[config.mk]
export PLATFORM = sky130hd
export DESIGN_NAME = flash_poll_host
export DESIGN_NICKNAME = d
export VERILOG_FILES = /design/src/rtl/flash_poll_pkg.sv /design/src/rtl/flash_poll_datapath.sv /design/src/rtl/flash_poll_control.sv /design/src/rtl/flash_poll_host.sv
export SDC_FILE = /design/constraint.sdc
export NUM_CORES = 1
export LEC_CHECK = 0
export ABC_AREA = 0
export BUFFER_PORTS_ARGS = -buffer_cell sky130_fd_sc_hd__buf_4
export CAP_MARGIN = 20
export CORE_AREA = 2 2 135 137
export CTS_CLUSTER_DIAMETER = 40
export DETAILED_ROUTE_END_ITERATION = 8
export DIE_AREA = 0 0 137 139
export PLACE_DENSITY = 0.67
export SLEW_MARGIN = 5
export SYNTH_ARGS = -nofsm -noshare
export SYNTH_HDL_FRONTEND = slang
export SYNTH_HIERARCHICAL = 1
export SYNTH_SLANG_ARGS = --single-unit
[constraint.sdc]
create_clock -name clk -period 7.35 [get_ports clk]
set_input_delay 1.47 -clock clk [delete_from_list [all_inputs] [get_ports clk]]
set_output_delay 1.47 -clock clk [all_outputs]
set_load 0.05 [all_outputs]
[src/rtl/flash_poll_pkg.sv]
package flash_poll_pkg;

  typedef enum logic [1:0] {
    ST_IDLE = 2'd0,
    ST_BUSY = 2'd1,
    ST_DONE = 2'd2,
    ST_FAIL = 2'd3
  } run_status_t;

  // strobes from control to datapath
  typedef struct packed {
    logic startCmds;
    logic nextCmd;
    logic issueRead;
    logic issueReset;
    logic latchPrev;
    logic clrPoll;
    logic incPoll;
  } poll_strobes_t;

endpackage

[src/rtl/flash_poll_datapath.sv]
module flash_poll_datapath
  import flash_poll_pkg::*;
#(
  parameter int NCMD = 6,
  parameter int AW = 22,
  parameter int DW = 16,
  parameter int PW = 16,
  parameter int CW = $clog2(NCMD + 1),
  parameter logic [AW-1:0] RST_ADDR = '0,
  parameter logic [DW-1:0] RST_DATA = DW'(16'h00F0)
) (
  input  logic               clk,
  input  logic               rstN,
  input  poll_strobes_t      stb,
  input  logic [CW-1:0]      cmdCount,
  input  logic [NCMD*AW-1:0] cmdAddrFlat,
  input  logic [NCMD*DW-1:0] cmdDataFlat,
  input  logic [AW-1:0]      targetAddr,
  input  logic [PW-1:0]      maxPolls,
  input  logic               busAck,
  input  logic [DW-1:0]      busRdata,
  output logic               busReq,
  output logic               busWe,
  output logic [AW-1:0]      busAddr,
  output logic [DW-1:0]      busWdata,
  output logic               cmdNone,
  output logic               cmdLast,
  output logic               pollLast,
  output logic [DW-1:0]      prevRd
);

  logic [CW-1:0] idx;
  logic [PW-1:0] pollCnt;
  int            nextIdx;

  assign nextIdx  = int'(idx) + 1;
  assign cmdNone  = (cmdCount == '0);
  assign cmdLast  = (nextIdx >= int'(cmdCount));
  assign pollLast = ((int'(pollCnt) + 1) >= int'(maxPolls));

  always_ff @(posedge clk) begin
    if (!rstN) begin
      idx      <= '0;
      pollCnt  <= '0;
      prevRd   <= '0;
      busReq   <= 1'b0;
      busWe    <= 1'b0;
      busAddr  <= '0;
      busWdata <= '0;
    end else begin
      if (busAck) busReq <= 1'b0;
      if (stb.startCmds) begin
        idx      <= '0;
        busReq   <= 1'b1;
        busWe    <= 1'b1;
        busAddr  <= cmdAddrFlat[0 +: AW];
        busWdata <= cmdDataFlat[0 +: DW];
      end
      if (stb.nextCmd) begin
        idx      <= idx + 1'b1;
        busReq   <= 1'b1;
        busWe    <= 1'b1;
        busAddr  <= cmdAddrFlat[nextIdx*AW +: AW];
        busWdata <= cmdDataFlat[nextIdx*DW +: DW];
      end
      if (stb.issueRead) begin
        busReq   <= 1'b1;
        busWe    <= 1'b0;
        busAddr  <= targetAddr;
        busWdata <= '0;
      end
      if (stb.issueReset) begin
        busReq   <= 1'b1;
        busWe    <= 1'b1;
        busAddr  <= RST_ADDR;
        busWdata <= RST_DATA;
      end
      if (stb.clrPoll) pollCnt <= '0;
      else if (stb.incPoll) pollCnt <= pollCnt + 1'b1;
      if (stb.latchPrev) prevRd <= busRdata;
    end
  end

  AST_REQ_HOLD: assert property (@(posedge clk) disable iff (!rstN)
    busReq && !busAck |=> busReq && $stable(busAddr) && $stable(busWe) && $stable(busWdata));

  AST_ONE_ISSUE: assert property (@(posedge clk) disable iff (!rstN)
    $onehot0({stb.startCmds, stb.nextCmd, stb.issueRead, stb.issueReset}));

endmodule

[src/rtl/flash_poll_control.sv]
module flash_poll_control
  import flash_poll_pkg::*;
#(
  parameter int DW = 16
) (
  input  logic          clk,
  input  logic          rstN,
  input  logic          start,
  input  logic          toggleMode,
  input  logic [DW-1:0] targetData,
  input  logic          busAck,
  input  logic [DW-1:0] busRdata,
  input  logic          cmdNone,
  input  logic          cmdLast,
  input  logic          pollLast,
  input  logic [DW-1:0] prevRd,
  output poll_strobes_t stb,
  output run_status_t   status
);

  typedef enum logic [2:0] {S_IDLE, S_CMD, S_RDA, S_RDB, S_XA, S_XB, S_RST} ctl_state_t;

  ctl_state_t state, stateNx;
  run_status_t statusNx;
  logic modeQ, tgtBit, modeNx, tgtNx;
  logic goDone, goFail;

  always_comb begin
    stb      = '0;
    stateNx  = state;
    statusNx = status;
    modeNx   = modeQ;
    tgtNx    = tgtBit;
    goDone   = 1'b0;
    goFail   = 1'b0;
    case (state)
      S_IDLE: if (start) begin
        statusNx    = ST_BUSY;
        modeNx      = toggleMode;
        tgtNx       = targetData[7];
        stb.clrPoll = 1'b1;
        if (cmdNone) begin
          stb.issueRead = 1'b1;
          stateNx       = S_RDA;
        end else begin
          stb.startCmds = 1'b1;
          stateNx       = S_CMD;
        end
      end
      S_CMD: if (busAck) begin
        if (cmdLast) begin
          stb.issueRead = 1'b1;
          stateNx       = S_RDA;
        end else stb.nextCmd = 1'b1;
      end
      S_RDA: if (busAck) begin
        if (modeQ) begin
          stb.latchPrev = 1'b1;
          stb.issueRead = 1'b1;
          stateNx       = S_RDB;
        end else if (busRdata[7] == tgtBit) goDone = 1'b1;
        else if (busRdata[5]) begin
          stb.issueRead = 1'b1;
          stateNx       = S_XA;
        end else if (pollLast) goFail = 1'b1;
        else begin
          stb.incPoll   = 1'b1;
          stb.issueRead = 1'b1;
        end
      end
      S_RDB: if (busAck) begin
        if (busRdata[6] == prevRd[6]) goDone = 1'b1;
        else if (busRdata[5]) begin
          stb.issueRead = 1'b1;
          stateNx       = S_XA;
        end else if (pollLast) goFail = 1'b1;
        else begin
          stb.incPoll   = 1'b1;
          stb.issueRead = 1'b1;
          stateNx       = S_RDA;
        end
      end
      S_XA: if (busAck) begin
        if (modeQ) begin
          stb.latchPrev = 1'b1;
          stb.issueRead = 1'b1;
          stateNx       = S_XB;
        end else if (busRdata[7] == tgtBit) goDone = 1'b1;
        else goFail = 1'b1;
      end
      S_XB: if (busAck) begin
        if (busRdata[6] == prevRd[6]) goDone = 1'b1;
        else goFail = 1'b1;
      end
      S_RST: if (busAck) begin
        statusNx = ST_FAIL;
        stateNx  = S_IDLE;
      end
      default: stateNx = S_IDLE;
    endcase
    if (goDone) begin
      statusNx = ST_DONE;
      stateNx  = S_IDLE;
    end
    if (goFail) begin
      stb.issueReset = 1'b1;
      stateNx        = S_RST;
    end
  end

  always_ff @(posedge clk) begin
    if (!rstN) begin
      state  <= S_IDLE;
      status <= ST_IDLE;
      modeQ  <= 1'b0;
      tgtBit <= 1'b0;
    end else begin
      state  <= stateNx;
      status <= statusNx;
      modeQ  <= modeNx;
      tgtBit <= tgtNx;
    end
  end

  AST_STATUS_HELD: assert property (@(posedge clk) disable iff (!rstN)
    (state == S_IDLE) && !start |=> $stable(status));

  AST_BUSY_WHILE_ACTIVE: assert property (@(posedge clk) disable iff (!rstN)
    (state != S_IDLE) |-> (status == ST_BUSY));

endmodule

[src/rtl/flash_poll_host.sv]
module flash_poll_host
  import flash_poll_pkg::*;
#(
  parameter int NCMD = 6,
  parameter int AW = 22,
  parameter int DW = 16,
  parameter int PW = 16,
  parameter int CW = $clog2(NCMD + 1),
  parameter logic [AW-1:0] RST_ADDR = '0,
  parameter logic [DW-1:0] RST_DATA = DW'(16'h00F0)
) (
  input  logic               clk,
  input  logic               rstN,
  input  logic               start,
  input  logic               toggleMode,
  input  logic [CW-1:0]      cmdCount,
  input  logic [NCMD*AW-1:0] cmdAddrFlat,
  input  logic [NCMD*DW-1:0] cmdDataFlat,
  input  logic [AW-1:0]      targetAddr,
  input  logic [DW-1:0]      targetData,
  input  logic [PW-1:0]      maxPolls,
  output logic               busReq,
  output logic               busWe,
  output logic [AW-1:0]      busAddr,
  output logic [DW-1:0]      busWdata,
  input  logic               busAck,
  input  logic [DW-1:0]      busRdata,
  output logic [1:0]         status
);

  poll_strobes_t stb;
  run_status_t   runStatus;
  logic cmdNone, cmdLast, pollLast;
  logic [DW-1:0] prevRd;

  flash_poll_datapath #(
    .NCMD(NCMD), .AW(AW), .DW(DW), .PW(PW), .CW(CW),
    .RST_ADDR(RST_ADDR), .RST_DATA(RST_DATA)
  ) u_dp (
    .clk, .rstN, .stb, .cmdCount, .cmdAddrFlat, .cmdDataFlat, .targetAddr,
    .maxPolls, .busAck, .busRdata, .busReq, .busWe, .busAddr, .busWdata,
    .cmdNone, .cmdLast, .pollLast, .prevRd
  );

  flash_poll_control #(.DW(DW)) u_ctl (
    .clk, .rstN, .start, .toggleMode, .targetData, .busAck, .busRdata,
    .cmdNone, .cmdLast, .pollLast, .prevRd, .stb, .status(runStatus)
  );

  assign status = runStatus;

  AST_FAIL_AFTER_RESET_CMD: assert property (@(posedge clk) disable iff (!rstN)
    $rose(status == ST_FAIL) |-> $past(busAck && busWe && busAddr == RST_ADDR && busWdata == RST_DATA));

  AST_DONE_AFTER_READ: assert property (@(posedge clk) disable iff (!rstN)
    $rose(status == ST_DONE) |-> $past(busAck && !busWe));

endmodule

### After elaboration in Yosys (flattened, before gate mapping)

Cells that the tools add are included.
W data, S select, Z words.

* flip-flop bits (word level): 73
* input port bits: 306
* output and inout port bits: 42
* word-level logic and storage cells: 169

* $add $sub $neg: 4
* multiply operators: 1
* magnitude comparators: 2
* equality and inequality tests: 35
* shift operators: 2
* multiplexer cells: 89
* bitwise logic cells: 2
* reductions and logical operators: 20

Operators with widths (count)
* $shiftx A132 B32 Y22: 1
* $shiftx A96 B32 Y16: 1
* $mux W22: 3
* $mux W3: 18
* $mux W1: 53
* $ge A32 B17 Y1: 1
* $ge A32 B4 Y1: 1
* $mul A32 B5 Y31 const B: 1
* $mux W16: 2
* $ne A4 B2 Y1 const B: 8
* $reduce_and A13 Y1: 2
* $pmux W3 S7: 1
* $add A16 B1 Y17 const B: 1
* $add A16 B1 Y16 const B: 1
* $mux W8: 2
* $ne A2 B2 Y1 const B: 8
* $ne A3 B2 Y1 const B: 4
* $mux W2: 5
* $ne A5 B2 Y1 const B: 2
* $reduce_or A2 Y1: 5
* $eq A3 B3 Y1 const B: 3
* $eq A3 B2 Y1 const B: 2
* $logic_not A3 Y1: 2
* $reduce_and A3 Y1: 2
* 20 further kinds: 26

### Logic depth before layout (Yosys ltp)

* depth after elaboration: 10
* mapped depth: 20
* gate-level depth less buffers: 18

### By module

Netlist, hierarchy kept.

Modules (own cells, without submodules)
* flash_poll_datapath: times used 1, cells an instance 533, area an instance 5233.8 µm², sequential area each 1501.4 µm²
* flash_poll_control: times used 1, cells an instance 95, area an instance 749.5 µm², sequential area each 140.1 µm²

### Worst setup path after synthesis

Ideal clock, no wire load.

* kind: input to register
* start: in maxPolls[12]
* end: reg u_dp.busWdata[0]
* library setup time: 138 ps
* arrival time: 4068 ps
* required time: 7212 ps
* slack: 3144 ps
* stages: 15
* buffers on the path: 3
* cells stage by stage: inv_1 -> ha_1 -> nand4_1 -> nor3_1 -> a32oi_1 -> nand4_1 -> or2b_1 -> o311a_1 -> a211oi_4 -> buf_4 -> nand2b_1 -> or2_1 -> buf_2 -> clkbuf_1 -> a211oi_1

RTL lines
* from (decl): RTL line flash_poll_host.sv:21 `input logic [PW-1:0] maxPolls,`
* to (signal assigned): RTL line flash_poll_datapath.sv:57 `busWdata <= cmdDataFlat[0 +: DW];`
* to (signal assigned): RTL line flash_poll_datapath.sv:64 `busWdata <= cmdDataFlat[nextIdx*DW +: DW];`
* to (decl): RTL line flash_poll_datapath.sv:25 `output logic [DW-1:0] busWdata,`

==> flow_metrics.tcl <==
set metrics [dict create \
    irDropWorstVdd_mv 0.151 \
    initial_utilization_pct 31.0 \
    cts_tree "yes" \
    dp_cells 1080 \
    cts.clk_slew.worst_paths_ns 0.05 \
    n_antenna_cell 0 \
    place_area_um2 7920 \
    worst_ep_arrival_time_ns 5.57 \
    postSynthCellCount 583 \
    cp.required_ns 7.52 \
    cts_resized 0 \
    period_needed_ns 5.40 \
    mostFrequentLayoutCells "buf_4, dfxtp_1, a21oi_1" \
    final_common_cell "buf_4" \
    design_area_um2 8190 \
    r2r-start "u_dp/pollCnt[0]" \
    startpoint "u_dp/pollCnt[0]" \
    rows 49 \
    rsz0062_at_grt "false" \
    cts_made_buffers 9 \
    worstMarginPinSlew_ns 1.05 \
    post_cts_buffers 0 \
    worstHoldStart "u_dp/prevRd[6]" \
    viasPerCell 5.48 \
    wl_mm 21.3 \
    gr-total-overflow 0 \
    io_buffers 319 \
    slew_headroom_pct 30.1 \
    grt_use_total_pct 21.6 \
    core_area_um2 17700 \
    clockRootBuffer "clkbuf_16" \
    grt_start_max_net_pins 52 \
    grt_pass1_vias 5710 \
    critPathLaunchType "flop" \
    stdcell_count 1095 \
    finClkSkew_ns 0.00630 \
    num_vias 6004 \
    fp.dieW_um 137 \
    holdBufCountCts 0 \
    p_leak_nw 3.55 \
    drcViolationCount 0 \
    htree_num_levels 3 \
    post-route-period-util_pct 73.5 \
    syn_area_per_cell_um2 9.39 \
    drt-pass1-iter-count 5 \
    cts_sinks 67 \
    drive_gt1_share_pct 46.4 \
    grt_pass1_wl_mm 31.4 \
    fmax_mhz 185 \
    timing.hold.ws_ns 0.519 \
    finalHoldViolCount 0 \
    setup_viol 0 \
    syn_nets 910 \
    area_growth_pct 49.6 \
    clockBufferDepth 2 \
    setup.worst_path.end_class "flop" \
    place.detailed.hpwl_mm 16.1 \
    dr.first_iter.drc_count 424 \
    fin_setup_tns_ns 0 \
    crit_path_max_fanout 26 \
    critPathKind "reg -> reg" \
    gp_congestion 0.867 \
    num-nets-final 1189 \
    drtAntennaViolNets 0 \
    dieArea_um2 19000 \
    yosys_warnings 6 \
    maxCapViolations 0 \
    outcome "complete, no violations" \
    hold_path.class "reg -> reg" \
    wl_per_cell_um 19.5 \
    insertion_delay_ns 0.34 \
    die_h_um 139 \
    num_io_pins 348 \
    antenna_found_initial 0 \
    maxSlewViolCount 0 \
    power_density_nw_per_um2 244 \
    syn_area_um2 5480 \
]
==> area by class of cell <==
cell class / count / area (um2)
repair buffers: 327 / 2450
clock buffers: 12 / 236
flip-flops and latches: 67 / 1350
inverters: 28 / 105
fillers: 1748 / 9460
well taps: 229 / 287
multi-input cells: 429 / 3720
clock inverters: 3 / 40.0
==> path summary, 6_finish.rpt <==
path	slack [ns]	end	cells after the start
max	1.95	u_dp/busAddr[20]	17
min	0.52	u_dp/prevRd[6]	2
max reg2reg	1.95	u_dp/busAddr[20]	17
min reg2reg	0.52	u_dp/prevRd[6]	2
==> stage by stage <==
| stage | total power, mW | util (%) | worst slack [ns] |
|---|---|---|---|
| after floorplan | 1.23 | - | 3.14 |
| after global routing | 2.09 | 46.4 | 1.49 |
| after global placement | 1.57 | 44.8 | 1.94 |
| after detailed placement | 1.58 | 44.8 | 1.92 |
| after CTS | 2.01 | 46.4 | 1.99 |
| final | 2.00 | 46.4 | 1.95 |
==> power breakdown <==
group	total, mW	internal (mW)	switching, mW	leakage (nW)
clock	0.420	0.260	0.160	0.136
sequential	0.550	0.456	0.0943	0.549
combinational	1.03	0.412	0.614	2.86
==> critical path, stage by stage (launching register included) <==
cell and delay, ns:
dfxtp_1 0.45, ha_1 0.32, nand2_1 0.14, nor3_4 0.26
nand3_1 0.16, xnor2_1 0.16, ha_1 0.31, nand4_1 0.16
nor3_1 0.28, a32oi_1 0.14, nand4_1 0.19, or2b_1 0.24
o311a_1 0.36, a211oi_4 0.47, nand2b_1 0.18, buf_4 0.32
or2_1 0.84, o32ai_1 0.22
==> layer usage <==
layer  GRT usage, %  wire length [um]  vias to the layer above
met5              0                 0                        -
met4           6.19               334                        0
met3           4.28              1730                       24
met2           34.7             10100                      256
met1           29.3              9130                     2907
li1               -                 -                     2817
==> flip-flops by register name, indices dropped and copies added, names as in the netlist <==
register       cells
u_dp/prevRd        1
u_ctl/state        3
u_ctl/modeQ        1
u_dp/pollCnt      16
u_dp/busWdata     16
u_ctl/status       2
u_dp/busWe         1
u_ctl/tgtBit       1
u_dp/busReq        1
u_dp/busAddr      22
u_dp/idx           3
No activity file was read; power rests on OpenSTA's default activity.
